<file path="config.mk">
export PLATFORM = sky130hd
export DESIGN_NAME = phy_hs_master
export DESIGN_NICKNAME = d
export VERILOG_FILES = /design/src/rtl/phy_hs_pkg.sv /design/src/rtl/hs_ack_poller.sv /design/src/rtl/hs_sequencer.sv /design/src/rtl/phy_hs_master.sv
export SDC_FILE = /design/constraint.sdc
export NUM_CORES = 1
export LEC_CHECK = 0
export CAP_MARGIN = 30
export CORE_MARGIN = 2
export CORE_UTILIZATION = 45
export DETAILED_ROUTE_END_ITERATION = 16
export GPL_TIMING_DRIVEN = 1
export PLACE_DENSITY = 0.76
export SLEW_MARGIN = 20
export SYNTH_ARGS = -nofsm -noshare
export SYNTH_HDL_FRONTEND = slang
export SYNTH_SLANG_ARGS = --single-unit
</file>
<file path="constraint.sdc">
create_clock -name clk -period 2.7 [get_ports clk]
set_input_delay 0.675 -clock clk [delete_from_list [all_inputs] [get_ports clk]]
set_output_delay 0.675 -clock clk [all_outputs]
set_load 0.01 [all_outputs]
</file>
<file path="src/rtl/phy_hs_pkg.sv">
package phy_hs_pkg;

  typedef enum logic [3:0] {
    ST_IDLE,
    ST_ADDR_SET,
    ST_ADDR_CAP,
    ST_ADDR_REL,
    ST_DATA_SET,
    ST_DATA_CAP,
    ST_DATA_REL,
    ST_WR_STB,
    ST_WR_REL,
    ST_RD_STB,
    ST_RD_REL,
    ST_DONE,
    ST_FAIL
  } hs_state_e;

  // strobe offsets above the data field
  localparam int STB_CAP_ADDR = 0;
  localparam int STB_CAP_DATA = 1;
  localparam int STB_WRITE    = 2;
  localparam int STB_READ     = 3;
  localparam int STB_COUNT    = 4;

  function automatic logic waits_for_ack(hs_state_e s);
    case (s)
      ST_ADDR_CAP, ST_ADDR_REL, ST_DATA_CAP, ST_DATA_REL,
      ST_WR_STB, ST_WR_REL, ST_RD_STB, ST_RD_REL: return 1'b1;
      default: return 1'b0;
    endcase
  endfunction

  function automatic logic wants_ack_high(hs_state_e s);
    case (s)
      ST_ADDR_CAP, ST_DATA_CAP, ST_WR_STB, ST_RD_STB: return 1'b1;
      default: return 1'b0;
    endcase
  endfunction

endpackage

</file>
<file path="src/rtl/hs_ack_poller.sv">
module hs_ack_poller #(
  parameter int DELAY_CYCLES = 250,
  parameter int MAX_POLLS    = 10
) (
  input  logic clk,
  input  logic rst_n,
  input  logic go,
  input  logic expect_lvl,
  input  logic ack,
  output logic hit,
  output logic tmo
);
  localparam int DLY_W = (DELAY_CYCLES > 1) ? $clog2(DELAY_CYCLES) : 1;
  localparam int PC_W  = $clog2(MAX_POLLS + 1);
  localparam logic [DLY_W-1:0] DLY_RELOAD = DLY_W'(DELAY_CYCLES - 1);
  localparam logic [PC_W-1:0]  LAST_POLL  = PC_W'(MAX_POLLS - 1);

  logic [DLY_W-1:0] dly_q;
  logic [PC_W-1:0]  polls_q;
  logic             check_now;
  logic             level_ok;

  assign check_now = go && (dly_q == '0);
  assign level_ok  = (ack == expect_lvl);
  assign hit       = check_now && level_ok;
  assign tmo       = check_now && !level_ok && (polls_q == LAST_POLL);

  always_ff @(posedge clk or negedge rst_n) begin
    if (!rst_n) begin
      dly_q   <= '0;
      polls_q <= '0;
    end else if (!go || hit || tmo) begin
      dly_q   <= '0;
      polls_q <= '0;
    end else if (dly_q != '0) begin
      dly_q <= dly_q - 1'b1;
    end else begin
      dly_q   <= DLY_RELOAD;
      polls_q <= polls_q + 1'b1;
    end
  end


  poll_budget_chk: assert property (@(posedge clk) disable iff (!rst_n)
    go |-> (polls_q <= LAST_POLL));

endmodule

</file>
<file path="src/rtl/hs_sequencer.sv">
module hs_sequencer
  import phy_hs_pkg::*;
#(
  parameter int DATA_W = 16,
  localparam int CTL_W = DATA_W + STB_COUNT
) (
  input  logic              clk,
  input  logic              rst_n,
  input  logic              cmd_fire,
  input  logic              cmd_write,
  input  logic [DATA_W-1:0] cmd_addr,
  input  logic [DATA_W-1:0] cmd_wdata,
  input  logic              hit,
  input  logic              tmo,
  input  logic [DATA_W-1:0] rd_field,
  output logic              poll_go,
  output logic              poll_expect,
  output logic [CTL_W-1:0]  ctl_word,
  output logic              busy,
  output logic              rsp_valid,
  output logic              rsp_err,
  output logic [DATA_W-1:0] rsp_rdata
);
  hs_state_e         st_q, st_d;
  logic              is_wr_q;
  logic [DATA_W-1:0] addr_q, data_q, addr_n, data_n;
  logic [DATA_W-1:0] rdata_q;
  logic [CTL_W-1:0]  ctl_q, ctl_d;

  assign addr_n = cmd_fire ? cmd_addr  : addr_q;
  assign data_n = cmd_fire ? cmd_wdata : data_q;

  always_comb begin
    st_d = st_q;
    if (waits_for_ack(st_q) && tmo) begin
      st_d = ST_FAIL;
    end else begin
      case (st_q)
        ST_IDLE:     if (cmd_fire) st_d = ST_ADDR_SET;
        ST_ADDR_SET: st_d = ST_ADDR_CAP;
        ST_ADDR_CAP: if (hit) st_d = ST_ADDR_REL;
        ST_ADDR_REL: if (hit) st_d = is_wr_q ? ST_DATA_SET : ST_RD_STB;
        ST_DATA_SET: st_d = ST_DATA_CAP;
        ST_DATA_CAP: if (hit) st_d = ST_DATA_REL;
        ST_DATA_REL: if (hit) st_d = ST_WR_STB;
        ST_WR_STB:   if (hit) st_d = ST_WR_REL;
        ST_WR_REL:   if (hit) st_d = ST_DONE;
        ST_RD_STB:   if (hit) st_d = ST_RD_REL;
        ST_RD_REL:   if (hit) st_d = ST_DONE;
        ST_DONE:     st_d = ST_IDLE;
        ST_FAIL:     st_d = ST_IDLE;
        default:     st_d = ST_IDLE;
      endcase
    end
  end

  // word driven while in the next state
  always_comb begin
    ctl_d = '0;
    case (st_d)
      ST_ADDR_SET, ST_ADDR_REL: ctl_d[DATA_W-1:0] = addr_n;
      ST_ADDR_CAP: begin
        ctl_d[DATA_W-1:0]             = addr_n;
        ctl_d[DATA_W + STB_CAP_ADDR]  = 1'b1;
      end
      ST_DATA_SET, ST_DATA_REL, ST_WR_REL: ctl_d[DATA_W-1:0] = data_n;
      ST_DATA_CAP: begin
        ctl_d[DATA_W-1:0]             = data_n;
        ctl_d[DATA_W + STB_CAP_DATA]  = 1'b1;
      end
      ST_WR_STB: ctl_d[DATA_W + STB_WRITE] = 1'b1;
      ST_RD_STB: ctl_d[DATA_W + STB_READ]  = 1'b1;
      default:   ctl_d = '0;
    endcase
  end

  always_ff @(posedge clk or negedge rst_n) begin
    if (!rst_n) begin
      st_q    <= ST_IDLE;
      is_wr_q <= 1'b0;
      addr_q  <= '0;
      data_q  <= '0;
      rdata_q <= '0;
      ctl_q   <= '0;
    end else begin
      st_q  <= st_d;
      ctl_q <= ctl_d;
      if (cmd_fire) begin
        is_wr_q <= cmd_write;
        addr_q  <= cmd_addr;
        data_q  <= cmd_wdata;
      end
      if (st_q == ST_RD_STB && hit) rdata_q <= rd_field;
    end
  end

  assign poll_go     = waits_for_ack(st_q);
  assign poll_expect = wants_ack_high(st_q);
  assign ctl_word    = ctl_q;
  assign busy        = (st_q != ST_IDLE);
  assign rsp_valid   = (st_q == ST_DONE) || (st_q == ST_FAIL);
  assign rsp_err     = (st_q == ST_FAIL);
  assign rsp_rdata   = rdata_q;


  rdata_only_on_read_chk: assert property (@(posedge clk) disable iff (!rst_n)
    !$stable(rdata_q) |-> $past(st_q) == ST_RD_STB);


  single_rsp_chk: assert property (@(posedge clk) disable iff (!rst_n)
    rsp_valid |=> !rsp_valid && !busy);

endmodule

</file>
<file path="src/rtl/phy_hs_master.sv">
module phy_hs_master
  import phy_hs_pkg::*;
#(
  parameter int DATA_W       = 16,
  parameter int DELAY_CYCLES = 250,
  parameter int MAX_POLLS    = 10,
  localparam int CTL_W  = DATA_W + STB_COUNT,
  localparam int STAT_W = DATA_W + 1
) (
  input  logic              clk,
  input  logic              rst_n,
  input  logic              cmd_valid,
  output logic              cmd_ready,
  input  logic              cmd_write,
  input  logic [DATA_W-1:0] cmd_addr,
  input  logic [DATA_W-1:0] cmd_wdata,
  output logic              busy,
  output logic              rsp_valid,
  output logic              rsp_err,
  output logic [DATA_W-1:0] rsp_rdata,
  output logic [CTL_W-1:0]  phy_ctl,
  input  logic [STAT_W-1:0] phy_stat
);
  logic poll_go, poll_expect, hit, tmo, cmd_fire;

  assign cmd_ready = !busy;
  assign cmd_fire  = cmd_valid && cmd_ready;

  hs_ack_poller #(
    .DELAY_CYCLES(DELAY_CYCLES),
    .MAX_POLLS   (MAX_POLLS)
  ) poll_i (
    .clk       (clk),
    .rst_n     (rst_n),
    .go        (poll_go),
    .expect_lvl(poll_expect),
    .ack       (phy_stat[DATA_W]),
    .hit       (hit),
    .tmo       (tmo)
  );

  hs_sequencer #(.DATA_W(DATA_W)) seq_i (
    .clk        (clk),
    .rst_n      (rst_n),
    .cmd_fire   (cmd_fire),
    .cmd_write  (cmd_write),
    .cmd_addr   (cmd_addr),
    .cmd_wdata  (cmd_wdata),
    .hit        (hit),
    .tmo        (tmo),
    .rd_field   (phy_stat[DATA_W-1:0]),
    .poll_go    (poll_go),
    .poll_expect(poll_expect),
    .ctl_word   (phy_ctl),
    .busy       (busy),
    .rsp_valid  (rsp_valid),
    .rsp_err    (rsp_err),
    .rsp_rdata  (rsp_rdata)
  );


  one_strobe_chk: assert property (@(posedge clk) disable iff (!rst_n)
    $onehot0(phy_ctl[CTL_W-1:DATA_W]));


  addr_held_chk: assert property (@(posedge clk) disable iff (!rst_n)
    $rose(phy_ctl[DATA_W + STB_CAP_ADDR]) |-> $stable(phy_ctl[DATA_W-1:0]));


  wr_field_clear_chk: assert property (@(posedge clk) disable iff (!rst_n)
    phy_ctl[DATA_W + STB_WRITE] |-> (phy_ctl[DATA_W-1:0] == '0));


  abort_quiet_chk: assert property (@(posedge clk) disable iff (!rst_n)
    (rsp_valid && rsp_err) |-> (phy_ctl == '0));


  accept_busy_chk: assert property (@(posedge clk) disable iff (!rst_n)
    (cmd_valid && cmd_ready) |=> busy && !cmd_ready);


  busy_needs_req_chk: assert property (@(posedge clk) disable iff (!rst_n)
    $rose(busy) |-> $past(cmd_valid));

endmodule

</file>
* Yosys cells after proc, flatten, opt, wreduce, memory -nomap -nowiden
Memories as Yosys holds them, arrays and structs flattened. Cells that the tools add are included.
Word-level totals: register bits after elaboration 85, bits in read-only memories 32, input bits 53, logic and storage cells 80, memories kept 2
Operators by class: add/subtract/negate cells 2, equal/unequal tests 24, multiplexer cells 23, reductions and logical operators 21
Memory list:
- (no name shown) | depth 16, bits a word 1, read ports 1, clocked after Yosys merged registers in 0, write ports 0, RTL line phy_hs_pkg.sv:27 | case (s)
- (no name shown) | depth 16, bits a word 1, read ports 1, clocked after Yosys merged registers in 0, write ports 0, RTL line phy_hs_pkg.sv:27
Operators with widths (count):
- two-way mux 4 bit | 12
- one-hot mux 4 bit (10 select lines) | 1
- == test 4 x 3 -> 1 bit, second input constant | 8
- == test 4 bit, second input constant | 8
- two-way mux 16 bit | 2
- one-hot mux 16 bit (2 select lines) | 1
- == test 4 x 2 -> 1 bit, second input constant | 4
- two-way mux 8 bit | 2
- == test 4 x 1 -> 1 bit, second input constant | 2
- zero test 8 bit | 1
- nonzero test 8 bit | 1
- OR reduction 4 bit | 2
- subtractor 8 x 1 -> 8 bit, second input constant | 1
- logical AND 1 bit | 7
- two-way mux 1 bit | 5
- adder 4 x 1 -> 4 bit, second input constant | 1
- zero test 4 bit | 1
- nonzero test 4 bit | 1
- zero test 1 bit | 3
- logical OR 1 bit | 3
- OR reduction 3 bit | 1
- != test 2 x 1 -> 1 bit, second input constant | 1
- OR reduction 2 bit | 1
- == test 1 bit | 1

* Logic depth before layout (Yosys ltp)
Gate-level depths: netlist of run 1.
word-level depth 12, mapped depth 10, mapped depth without buffers 8

* Hierarchy
From an unflattened synthesis of run 1, not the netlist that was laid out.
Second synthesis, totals: cell total of the unflattened synthesis 352, area total of the unflattened synthesis 4179.0 um2
Modules (own cells, without submodules):
- hs_sequencer | times used 1, cells each 281, area an instance 3489.6 um2
- hs_ack_poller | times used 1, cells each 69, area an instance 679.4 um2
- phy_hs_master | times used 1, cells each 2, area an instance 10.0 um2

* Worst setup path after synthesis of run 1
No wires, ideal clock.
path type reg2reg, start register poll_i.dly_q[0], end register seq_i.ctl_q[15] (netlist: seq_i.ctl_word[15]), setup time 134 ps, arrival 2489 ps, data required time 2566 ps, setup slack 77 ps, stages on the path, launching flop included 11, path through dfrtp_1 -> inv_1 -> ha_1 -> or3b_2 -> nor2_8 -> o22ai_1 -> or3_1 -> buf_6 -> o211ai_1 -> buf_4 -> o32ai_2
Between the ends: cells in the longest elaborated chain, start to end 9, elaborated cells between the ends (all ways) 25, classes of those cells 7 x eq/ne; 10 x mux; 8 x reduce/logical
Ends and longest elaborated chain:
- from (decl) | RTL line hs_ack_poller.sv:18 | logic [DLY_W-1:0] dly_q;
- from (signal assigned) | RTL line hs_ack_poller.sv:36 | dly_q <= dly_q - 1'b1;
- zero test 8 bit (*) | RTL line hs_ack_poller.sv:23 | assign check_now = go && (dly_q == '0);
- logical AND 1 bit (*) | RTL line hs_ack_poller.sv:23
- logical AND 1 bit, on equally long branches | RTL line hs_ack_poller.sv:25, hs_ack_poller.sv:26
- two-way mux 4 bit (tied with other cells) | RTL line hs_sequencer.sv:47, hs_sequencer.sv:49
- one-hot mux 4 bit (10 select lines) / logical AND 1 bit (equally long branches) | RTL line hs_sequencer.sv:38, hs_sequencer.sv:35
- two-way mux 4 bit (*) | RTL line hs_sequencer.sv:35 | if (waits_for_ack(st_q) && tmo) begin
- == test 4 x 3 -> 1 bit (tied with other cells) | RTL line hs_sequencer.sv:60 | case (st_d)
- OR reduction 4 bit (no line) / OR reduction 3 bit (equally long branches)
- one-hot mux 16 bit (2 select lines) (*) | RTL line hs_sequencer.sv:60
- via seq_i.ctl_d[15] | RTL line hs_sequencer.sv:28 | logic [CTL_W-1:0] ctl_q, ctl_d;
- to (signal assigned) | RTL line hs_sequencer.sv:87 | ctl_q <= ctl_d;
- to (decl) | RTL line hs_sequencer.sv:28
Mark *: on every way through the listed nets, which the timed path passes. The rest lies on a longest branch. A chain may end at the register's enable or synchronous reset.

* Worst setup path after layout of run 1
start register poll_i.dly_q[1], end register seq_i.ctl_q[12] (netlist: seq_i.ctl_word[12])
The elaborated chain is that of the path after synthesis.

==> results.rst, run 1 <==
.. list-table::
   :header-rows: 1

   * - Metric
     - Value
   * - Clock slew at reported path FFs
     - approximately 0.09 ns
   * - Layout cell share with drive strength beyond 1
     - 0.226
   * - Antenna violations before repair
     - 0
   * - CP Launch Type
     - flop
   * - Port bufs
     - slightly above 90
   * - Die H
     - approximately 97 um
   * - Number of buffers on the longest clock path
     - 2
   * - Required time reported for the critical path endpoint
     - 2.94 ns
   * - HPWL after DPL
     - roughly 6200 um
   * - Antenna fix cells
     - 0
   * - Power density over the cells
     - roughly 900 mW/mm2
   * - Number of CTS-inserted buffers
     - 9
   * - Standby leakage power
     - between 2 and 3 nW
   * - Slew at the pin closest to its max-slew limit
     - a little under 0.5 ns
   * - Cell area after synthesis
     - just under 0.004 mm2
   * - Layout area overhead
     - 39.5%
   * - Total Nets Final
     - 508
   * - Largest net degree at the start of global routing
     - 49
   * - Top-Level Pins
     - 93
   * - Placeable core area
     - roughly 0.0086 mm2
   * - Max-cap check violation count
     - 0
   * - Largest clock skew in the final design
     - 0.0109 ns
   * - Cell count after synthesis
     - between 300 and 400
   * - Total of warnings raised by yosys
     - 0
   * - Critical path cell sequence
     - inv_1 > ha_2 > or3b_4 > nor2_8 > buf_4 > and3_2 > a21oi_1 > maj3_4 > o32ai_1
   * - Sequential Area
     - 0.00213 mm2
   * - Total area of multi-input combinational cells
     - about 0.0016 mm2
   * - Standard-cell row count
     - 34
   * - Effective utilization at floorplan
     - 0.457
   * - Type of the setup path with the least slack
     - reg2reg
   * - Number of distinct library cells after synthesis
     - 53
   * - Fill cells
     - around 700
   * - Worst ir drop on vdd
     - around 510 uV
   * - Register area share after synthesis
     - 0.544
   * - Setup violators final
     - 0
   * - Clk_lat worst skew
     - approximately 0.35 ns
   * - Number of sinks handled by clock tree synthesis
     - 85
   * - Power Total
     - about 5 mW
   * - Setup tns final
     - 0 ns
   * - Placer congestion estimate
     - ~0.88
   * - Post-Synthesis Net Count
     - around 390
   * - Async set or reset register ratio after synthesis
     - 1.00
   * - Cell taking the most area after synthesis
     - sky130_fd_sc_hd__dfrtp_1
   * - Register bit total from synthesis
     - between 80 and 90
   * - Die X-Extent
     - 97.2 um
   * - Number of global-route vias before repair
     - about 3,100
   * - Run status
     - complete, no violations
   * - Worst path max stage delay
     - 0.43 ns
   * - Wirelength per Cell
     - roughly 16 um
   * - CTS tree
     - built
   * - Normalized max-slew margin
     - 0.670
   * - Number of routed nets with antenna violations
     - 0
   * - CTS Root Buffer Type
     - sky130_fd_sc_hd__clkbuf_8
   * - Number of detailed-routing iterations run before antenna repair
     - 4
   * - Mean post-synth cell area
     - roughly 12 um2
   * - Total global-route track usage
     - 0.195
   * - Top post-synthesis cells by area
     - sky130_fd_sc_hd__dfrtp_1 54%, sky130_fd_sc_hd__mux2i_1 8.2%, sky130_fd_sc_hd__mux2_2 4.9%, sky130_fd_sc_hd__o32ai_2 4.2%, sky130_fd_sc_hd__inv_1 3.8%
   * - EDFF count, synth
     - 0
   * - Dominant cell by count in the synthesized netlist
     - sky130_fd_sc_hd__dfrtp_1
   * - First-pass GRT wire length
     - between 10,000 and 15,000 um
   * - Arrival time worst endpoint
     - about 2.9 ns
   * - Sum of overflow across all layers after global routing
     - 0
   * - Worst setup EP type
     - flop
   * - Maximum clock rate
     - around 380 MHz
   * - Area fraction of the dominant cell type after synthesis
     - 0.544
   * - Die area
     - 0.00945 mm2
   * - Slowest stage cell, crit path
     - sky130_fd_sc_hd__or3b_4
   * - Final hold violation count
     - 0
   * - Number of pins with negative max-slew slack in the final report
     - 0
   * - CTS H-tree lvls
     - 3
   * - DR iter-0 viols
     - roughly 160
   * - Minimum period implied by the final worst setup slack
     - 2.61 ns
   * - Leading register cell type out of synthesis
     - sky130_fd_sc_hd__dfrtp_1
   * - Largest fanout on the critical path
     - 8
   * - DRC Markers
     - 0
   * - Hold crit path type
     - in2async
   * - Via count of the routed design
     - between 2,000 and 3,000
   * - Via density
     - ~5.3
   * - Ratio of final minimum period to clock period
     - 0.967
   * - Final wirelength
     - a little under 9000 um
   * - Most common library cells after synthesis
     - 85 x sky130_fd_sc_hd__dfrtp_1, 40 x sky130_fd_sc_hd__inv_1, 32 x sky130_fd_sc_hd__mux2i_1
==> sequential cells by signal, indices dropped and copies added, names as in the netlist <==
register and count:
seq_i.ctl_word 20, seq_i.addr_q 16, seq_i.data_q 16, seq_i.rsp_rdata 16
poll_i.dly_q 8, poll_i.polls_q 4, seq_i.st_q 4, seq_i.is_wr_q 1
==> logic make-up after synthesis <==
kind of cell    count (synthesis)  synth area share
flops                          85             0.544
mux                            49             0.131
compound gates                 55             0.121
simple gates                   70             0.107
xor+xnor                        8            0.0179
fa+ha+maj                       5            0.0157
buf+inv                        58            0.0637
==> layout make-up <==
cell class / count / area share
clock buffer: 9 / 0.0227
clock inverter: 7 / 0.0147
inverter: 40 / 0.0275
multi-input combinational: 188 / 0.296
sequential: 85 / 0.391
tap: 108 / 0.0248
timing repair buffer: 127 / 0.223
==> critical path, delay by kind of cell, from the launching register on <==
kind / cells / cell delay, ns
simple gates: 3 / 0.77
flops: 1 / 0.40
fa+ha+maj: 2 / 0.62
buf+inv: 2 / 0.22
compound gates: 2 / 0.50
==> path summary, 6_finish.rpt <==
check,end,from,slack (ns),cells after the start
min in group clk,seq_i.data_q[12]$_DFF_PN0_,seq_i.data_q[12]$_DFF_PN0_,0.50,2
setup reg to reg,seq_i.ctl_word[12]$_DFF_PN0_,poll_i.dly_q[1]$_DFF_PN0_,0.09,9
max in group asynchronous,poll_i.dly_q[2]$_DFF_PN0_,rst_n,1.79,2
hold reg to reg,seq_i.data_q[12]$_DFF_PN0_,seq_i.data_q[12]$_DFF_PN0_,0.50,2
setup / recovery,seq_i.ctl_word[12]$_DFF_PN0_,poll_i.dly_q[1]$_DFF_PN0_,0.09,9
hold / removal,seq_i.ctl_word[18]$_DFF_PN0_,rst_n,0.28,1
==> where the power goes <==
part	switching, mW	internal [mW]	total [mW]	leakage (nW)
clock	0.484	0.442	0.926	0.103
sequential	0.226	1.72	1.94	1.08
combinational	0.991	0.998	1.99	1.52
total	1.70	3.16	4.86	2.70
==> per-layer routing <==
metal / share of wire / track usage / vias to the layer above
li1: - / - / 1403
met2: 0.48 / 0.304 / 89
met4: 0.029 / 0.0844 / 0
met5: 0 / 0 / -
met3: 0.049 / 0.0403 / 21
met1: 0.45 / 0.266 / 1477
==> cells in the final DEF, fill, tap and decap left out, drive strengths merged, types with 2 or more instances in the layout <==
master          n
mux2           17
ha              4
o32ai          16
nand3           7
clkdlybuf4s50  91
nand2          13
and4            3
a21oi          11
maj3            2
clkbuf         10
o211ai          3
o21a            3
buf            35
and3            2
a211oi          5
nand4b          2
nor2           11
dfrtp          85
nor3            8
xor2            5
xnor2           3
o22ai           2
nor4            4
inv            44
or3             2
nand2b          3
o31ai           2
or3b            2
nor3b           4
o21ai           5
mux2i          32
==> timing repair <==
| item | in CTS | in global routing |
|---|---|---|
| hold endpoints to repair | 0 | 0 |
| endpoints found under the setup margin | 13 | 17 |
| gates cloned | 2 | 0 |
| buffers inserted | 2 | 5 |
| pin swaps | 3 | 2 |
| gates resized for setup | 6 | 13 |
| hold buffers | 0 | 0 |
==> metrics by stage <==
| stage | cells | worst slack (ns) | util | instance area [um2] | hold WS (ns) |
|---|---|---|---|---|---|
| 6_report | 564 | 0.0880 | 0.638 | 5450 | 0.281 |
| 5_1_grt | 564 | -0.00328 | 0.638 | 5450 | 0.308 |
| 4_1_cts | 559 | 0.00119 | 0.628 | 5370 | 0.286 |
| 3_5_place_dp | 539 | -0.337 | 0.598 | 5110 | 0.474 |
| 3_3_place_gp | 539 | -0.264 | 0.598 | 5110 | 0.465 |
| 2_1_floorplan | 330 | 0.0766 | - | 3910 | 0.379 |
Power figures use the tool's default switching activity.
==> run 2, diff against run 1 <==
- clock period: 2.7 -> 2.4 ns (I/O delays scaled with it)
==> results.rst, run 2 (synthesis results as in run 1) <==
.. list-table::
   :header-rows: 1

   * - Metric
     - Value
   * - Largest net degree at the start of global routing
     - 47
   * - Worst path bufs/invs
     - 5
   * - Number of global-route vias before repair
     - 3,156
   * - Maximum clock rate
     - 376 MHz
   * - Worst path max stage delay
     - ~0.44 ns
   * - Die X-Extent
     - around 97 um
   * - Largest clock skew in the final design
     - 0.0107 ns
   * - Final worst setup slack
     - -0.260 ns
   * - Slowest stage cell, crit path
     - sky130_fd_sc_hd__a211oi_1
   * - Clock slew at reported path FFs
     - 0.09 ns
   * - Wirelength per Cell
     - about 17 um
   * - Critical path cell sequence
     - inv_2 > ha_4 > buf_4 > nor4bb_1 > nand2_1 > a211oi_1 > o21ai_4 > buf_4 > o211ai_1 > buf_4 > clkbuf_16 > o32ai_4
   * - Sum of overflow across all layers after global routing
     - 0
   * - Setup violators final
     - 16
   * - Power density over the cells
     - around 1000 mW/mm2
   * - Setup tns final
     - -3.76 ns
   * - Number of CTS-inserted buffers
     - 9
   * - Minimum period implied by the final worst setup slack
     - 2.66 ns
   * - Hold crit path type
     - in2async
   * - Normalized max-slew margin
     - 0.651
   * - HPWL after DPL
     - between 6000 and 7000 um
   * - Slew at the pin closest to its max-slew limit
     - around 0.52 ns
   * - DR iter-0 viols
     - 232
   * - Via density
     - around 5.3
   * - Placement Cell Area
     - 0.00528 mm2
   * - Via count of the routed design
     - around 3,100
   * - Number of flip-flops under the largest register name
     - 20
   * - Ratio of final minimum period to clock period
     - 1.11
   * - Final wirelength
     - between 10,000 and 15,000 um
   * - Leading cell type in the layout, fill and taps excluded
     - sky130_fd_sc_hd__clkdlybuf4s50_1
   * - Placer congestion estimate
     - 0.909
   * - Placeable core area
     - 0.00855 mm2
   * - Layout area overhead
     - 49.8%
   * - Arrival time worst endpoint
     - 2.89 ns
   * - Total global-route track usage
     - 0.199
   * - Type of the setup path with the least slack
     - reg2reg
   * - Total Nets Final
     - ~540
   * - Die area
     - between 0.009 and 0.01 mm2
   * - Cell repeated most along the worst path
     - sky130_fd_sc_hd__buf_4
   * - Most frequent cells in the layout
     - 86 x sky130_fd_sc_hd__clkdlybuf4s50_1, 81 x sky130_fd_sc_hd__dfrtp_1, 59 x sky130_fd_sc_hd__buf_4, 38 x sky130_fd_sc_hd__inv_1, 32 x sky130_fd_sc_hd__mux2i_1
   * - CTS tree
     - built
   * - Fill cells
     - 574
   * - Antenna violations before repair
     - 0
   * - CTS Root Buffer Type
     - sky130_fd_sc_hd__clkbuf_8
   * - Clk_lat worst skew
     - 0.35 ns
   * - Number of routed nets with antenna violations
     - 0
   * - Violations in the final reports
     - negative setup slack
   * - Port bufs
     - around 90
   * - Number of pins with negative max-slew slack in the final report
     - 0
   * - Antenna fix cells
     - 0
   * - Standard-cell row count
     - 34
   * - First-pass GRT wire length
     - 15,100 um
   * - Top-Level Pins
     - 93
   * - Worst ir drop on vdd
     - around 730 uV
   * - CP Launch Type
     - flop
   * - Number of buffers on the longest clock path
     - 2
   * - Layout cell share with drive strength beyond 1
     - 0.302
   * - Cell family contributing the most delay on the critical path
     - compound AO/OA/AOI/OAI gates
   * - Final non-filler cell area
     - a little under 0.006 mm2
   * - Max-cap check violation count
     - 0
   * - Number of detailed-routing iterations run before antenna repair
     - 4
   * - Final hold violation count
     - 0
   * - Die H
     - 97.2 um
   * - DRC Markers
     - 0
   * - Required time reported for the critical path endpoint
     - 2.63 ns
   * - Unrepaired setup endpoints after global routing
     - yes
   * - Run status
     - finished, violations left
   * - Number of sinks handled by clock tree synthesis
     - 85
   * - Worst setup EP type
     - flop
   * - Standby leakage power
     - 2.91 nW
   * - CTS H-tree lvls
     - 3
   * - Largest fanout on the critical path
     - 8
   * - Effective utilization at floorplan
     - 0.457
## run 2: path summary, 6_finish.rpt
| check | from | end | slack, ns | cells past startpoint |
|---|---|---|---|---|
| min in group clk | seq_i.addr_q[15]$_DFF_PN0_ | seq_i.addr_q[15]$_DFF_PN0_ | 0.51 | 2 |
| min reg2reg | seq_i.addr_q[15]$_DFF_PN0_ | seq_i.addr_q[15]$_DFF_PN0_ | 0.51 | 2 |
| max reg2reg | poll_i.dly_q[0]$_DFF_PN0_ | seq_i.ctl_word[2]$_DFF_PN0_ | -0.26 | 12 |
| max | poll_i.dly_q[0]$_DFF_PN0_ | seq_i.ctl_word[2]$_DFF_PN0_ | -0.26 | 12 |
| min | rst_n | poll_i.dly_q[6]$_DFF_PN0_ | 0.21 | 1 |
| max in group asynchronous | rst_n | seq_i.addr_q[2]$_DFF_PN0_ | 1.58 | 2 |
## run 2: per-stage QoR
step | power, mW | setup WS (ns) | std cells | utilization | hold WS [ns]
after floorplan | 3.42 | -0.0959 | 330 | - | 0.304
after global placement | 4.44 | -0.469 | 560 | 0.618 | 0.464
after detailed placement | 4.52 | -0.511 | 560 | 0.618 | 0.473
after CTS | 5.71 | -0.142 | 580 | 0.651 | 0.229
after global routing | 6.46 | -0.413 | 594 | 0.685 | 0.257
final | 6.11 | -0.260 | 594 | 0.685 | 0.210
## run 2: worst reg2reg max path: stages, from the launching register on
cell and delay (ns):
sky130_fd_sc_hd__dfrtp_1 0.40, sky130_fd_sc_hd__inv_2 0.08, sky130_fd_sc_hd__ha_4 0.13, sky130_fd_sc_hd__buf_4 0.10, sky130_fd_sc_hd__nor4bb_1 0.31, sky130_fd_sc_hd__nand2_1 0.14
sky130_fd_sc_hd__a211oi_1 0.44, sky130_fd_sc_hd__o21ai_4 0.15, sky130_fd_sc_hd__buf_4 0.18, sky130_fd_sc_hd__o211ai_1 0.16, sky130_fd_sc_hd__buf_4 0.18, sky130_fd_sc_hd__clkbuf_16 0.18
sky130_fd_sc_hd__o32ai_4 0.08
## run 2: per-layer routing
layer | vias to the layer above | global-route usage | part of all wire
met5 | - | 0 | 0
li1 | 1467 | - | -
met2 | 97 | 0.345 | 0.51
met4 | 0 | 0.0641 | 0.020
met3 | 19 | 0.0525 | 0.060
met1 | 1553 | 0.243 | 0.41
## run 2: repair_timing
action,in CTS,in global routing
endpoints found under the setup margin,23,47
pin swaps,1,11
gates resized for setup,12,31
buffers inserted,4,12
hold buffers,0,0
cloned,0,2
## run 2: layout make-up
class,instances,area (um2),share of cell area
clock inverter,7,105,0.0179
clock buffer,9,124,0.0211
timing repair buffer,157,1480,0.252
inverter,40,150,0.0256
tap,108,135,0.0231
multi-input combinational,188,1730,0.296
sequential,85,2130,0.364
## run 2: power breakdown
part	internal [mW]	total, mW	switching [mW]
clock	0.602	1.15	0.549
sequential	1.93	2.15	0.220
combinational	1.43	2.81	1.37
==> run 3, diff against run 2 <==
--- a/config.mk
+++ b/config.mk
@@ -8,2 +8,3 @@
 export CAP_MARGIN = 30
+export CORE_ASPECT_RATIO = 0.6
 export CORE_MARGIN = 2
==> constraint.sdc (replaced) <==
create_clock -name clk -period 2.4 [get_ports clk]
set_input_delay 0.36 -clock clk [delete_from_list [all_inputs] [get_ports clk]]
set_output_delay 0.36 -clock clk [all_outputs]
set_load 0.01 [all_outputs]
==> results.rst, run 3 (synthesis results as in run 1) <==
.. list-table::
   :header-rows: 1

   * - Metric
     - Value
   * - Number of sinks handled by clock tree synthesis
     - 85
   * - Clk_lat worst skew
     - ~0.34 ns
   * - Effective utilization at floorplan
     - 0.462
   * - Final worst setup slack
     - -0.179 ns
   * - Max-cap check violation count
     - 0
   * - Number of flip-flops under the largest register name
     - 20
   * - Normalized max-slew margin
     - 0.679
   * - CTS H-tree lvls
     - 3
   * - Antenna fix cells
     - 0
   * - Via density
     - ~5.3
   * - Setup tns final
     - -2.52 ns
   * - CP Launch Type
     - flop
   * - Placer congestion estimate
     - about 0.95
   * - Number of routed nets with antenna violations
     - 0
   * - Number of pins with negative max-slew slack in the final report
     - 0
   * - Sequential Area
     - between 0.002 and 0.0025 mm2
   * - Post-route non-filler standard cell count
     - a little under 600
   * - Worst ir drop on vdd
     - 500 uV
   * - Standard-cell row count
     - 26
   * - Die X-Extent
     - roughly 120 um
   * - Hold crit path type
     - reg2reg
   * - Minimum setup slack after placement
     - -0.357 ns
   * - Largest clock skew in the final design
     - between 0.009 and 0.01 ns
   * - Number of CTS-inserted buffers
     - 9
   * - HPWL after DPL
     - between 6000 and 7000 um
   * - Power density over the cells
     - ~1100 mW/mm2
   * - Total area of multi-input combinational cells
     - ~0.0017 mm2
   * - Worst hold margin
     - 0.490 ns
   * - Maximum clock rate
     - 388 MHz
   * - Type of the setup path with the least slack
     - reg2reg
   * - Number of global-route vias before repair
     - around 3,000
   * - Antenna violations before repair
     - 0
   * - Total global-route track usage
     - 0.213
   * - Required time reported for the critical path endpoint
     - between 2 and 3 ns
   * - Violations in the final reports
     - negative setup slack
   * - Clock slew at reported path FFs
     - 0.07 ns
   * - Layout cell share with drive strength beyond 1
     - 0.264
   * - DRC Markers
     - 0
   * - Slew at the pin closest to its max-slew limit
     - approximately 0.48 ns
   * - Run status
     - finished, violations left
   * - Layout area overhead
     - 47.1%
   * - Final hold violation count
     - 0
   * - Die H
     - about 76 um
   * - Total Nets Final
     - between 500 and 600
   * - Sum of overflow across all layers after global routing
     - 0
   * - Unrepaired setup endpoints after global routing
     - yes
   * - Die area
     - between 0.009 and 0.01 mm2
   * - Number of detailed-routing iterations run before antenna repair
     - 4
   * - First-pass GRT wire length
     - 15,900 um
   * - Cell count after placement
     - approximately 560
   * - Number of buffers on the longest clock path
     - 2
   * - Util after Layout
     - 0.680
   * - Leading cell type in the layout, fill and taps excluded
     - sky130_fd_sc_hd__clkdlybuf4s50_1
   * - Placeable core area
     - about 0.0085 mm2
   * - Standby leakage power
     - 2.84 nW
   * - Ratio of final minimum period to clock period
     - 1.07
   * - CTS Root Buffer Type
     - sky130_fd_sc_hd__clkbuf_16
   * - Final non-filler cell area
     - roughly 0.0058 mm2
   * - Port bufs
     - ~90
   * - Placement Cell Area
     - 0.00522 mm2
   * - Top-Level Pins
     - between 90 and 100
   * - Final wirelength
     - approximately 10,000 um
   * - Minimum period implied by the final worst setup slack
     - approximately 2.6 ns
   * - Most frequent cells in the layout
     - 91 x sky130_fd_sc_hd__clkdlybuf4s50_1, 83 x sky130_fd_sc_hd__dfrtp_1, 46 x sky130_fd_sc_hd__buf_4, 39 x sky130_fd_sc_hd__inv_1, 32 x sky130_fd_sc_hd__mux2i_1
   * - Largest net degree at the start of global routing
     - 36
   * - Largest fanout on the critical path
     - 8
   * - Arrival time worst endpoint
     - 2.79 ns
   * - Worst setup EP type
     - flop
   * - Via count of the routed design
     - 3,087
   * - Setup violators final
     - 16
   * - Fill cells
     - ~600
   * - DR iter-0 viols
     - about 260
   * - CTS tree
     - built
   * - Wirelength per Cell
     - 17.5 um
   * - Power Total
     - approximately 6 mW
[run 3: cell count changes in the layout (fill, tap and decap cells not counted), moves of 2 or more]
cell                              previous run  this run
sky130_fd_sc_hd__clkbuf_16                   1        10
sky130_fd_sc_hd__dlygate4sd2_1               3         0
sky130_fd_sc_hd__bufinv_16                   2         0
sky130_fd_sc_hd__clkdlybuf4s50_1            86        91
sky130_fd_sc_hd__clkinvlp_4                  1         3
sky130_fd_sc_hd__nor4_1                      2         4
sky130_fd_sc_hd__clkinv_2                    0         2
sky130_fd_sc_hd__dlymetal6s2s_1              2         0
sky130_fd_sc_hd__dfrtp_1                    81        83
sky130_fd_sc_hd__clkbuf_8                    9         0
sky130_fd_sc_hd__dfrtp_2                     4         2
sky130_fd_sc_hd__buf_4                      59        46
[run 3: path summary, 6_finish.rpt]
kind	from	endpoint	slack [ns]	cells past startpoint
min reg2reg	seq_i.data_q[3]$_DFF_PN0_	seq_i.data_q[3]$_DFF_PN0_	0.49	2
min	seq_i.data_q[3]$_DFF_PN0_	seq_i.data_q[3]$_DFF_PN0_	0.49	2
min in group asynchronous	rst_n	poll_i.dly_q[6]$_DFF_PN0_	0.52	2
max in group asynchronous	rst_n	seq_i.rsp_rdata[6]$_DFFE_PN0P_	1.26	3
max	poll_i.dly_q[1]$_DFF_PN0_	seq_i.ctl_word[4]$_DFF_PN0_	-0.18	11
max reg2reg	poll_i.dly_q[1]$_DFF_PN0_	seq_i.ctl_word[4]$_DFF_PN0_	-0.18	11
[run 3: timing repair]
action	4_1_cts	5_1_grt
endpoints found under the setup margin	18	49
buffers inserted	2	7
gates resized for setup	6	23
pin swaps	1	11
endpoints found under the hold margin	33	0
hold buffers	1	0
gates cloned	1	2
[run 3: where the power goes]
part,internal (mW),switching (mW)
registers,1.94,0.231
logic,1.32,1.33
clock network,0.702,0.596
total,3.96,2.15
[run 3: routing by layer]
layer | share of wire | global-route usage | wire length, um
met4 | 0.0080 | 0.0539 | 82
met3 | 0.065 | 0.0632 | 666
met5 | 0 | 0 | 0
met2 | 0.46 | 0.318 | 4720
met1 | 0.46 | 0.306 | 4750
[run 3: final cells by class]
class / instances / area share
Sequential cell: 85 / 0.370
Multi-Input combinational cell: 188 / 0.293
Timing Repair Buffer: 144 / 0.239
Clock buffer: 9 / 0.0392
Inverter: 40 / 0.0261
Tap cell: 112 / 0.0244
Clock inverter: 7 / 0.00870
[run 3: critical path, stage by stage (launching register included)]
cell and delay, ns:
sky130_fd_sc_hd__dfrtp_1 0.38, sky130_fd_sc_hd__inv_1 0.11, sky130_fd_sc_hd__ha_4 0.14, sky130_fd_sc_hd__or3b_4 0.42
sky130_fd_sc_hd__nor2_8 0.16, sky130_fd_sc_hd__o22ai_2 0.07, sky130_fd_sc_hd__or3_4 0.40, sky130_fd_sc_hd__buf_6 0.14
sky130_fd_sc_hd__o211ai_1 0.23, sky130_fd_sc_hd__buf_4 0.18, sky130_fd_sc_hd__clkbuf_16 0.16, sky130_fd_sc_hd__o32ai_2 0.07
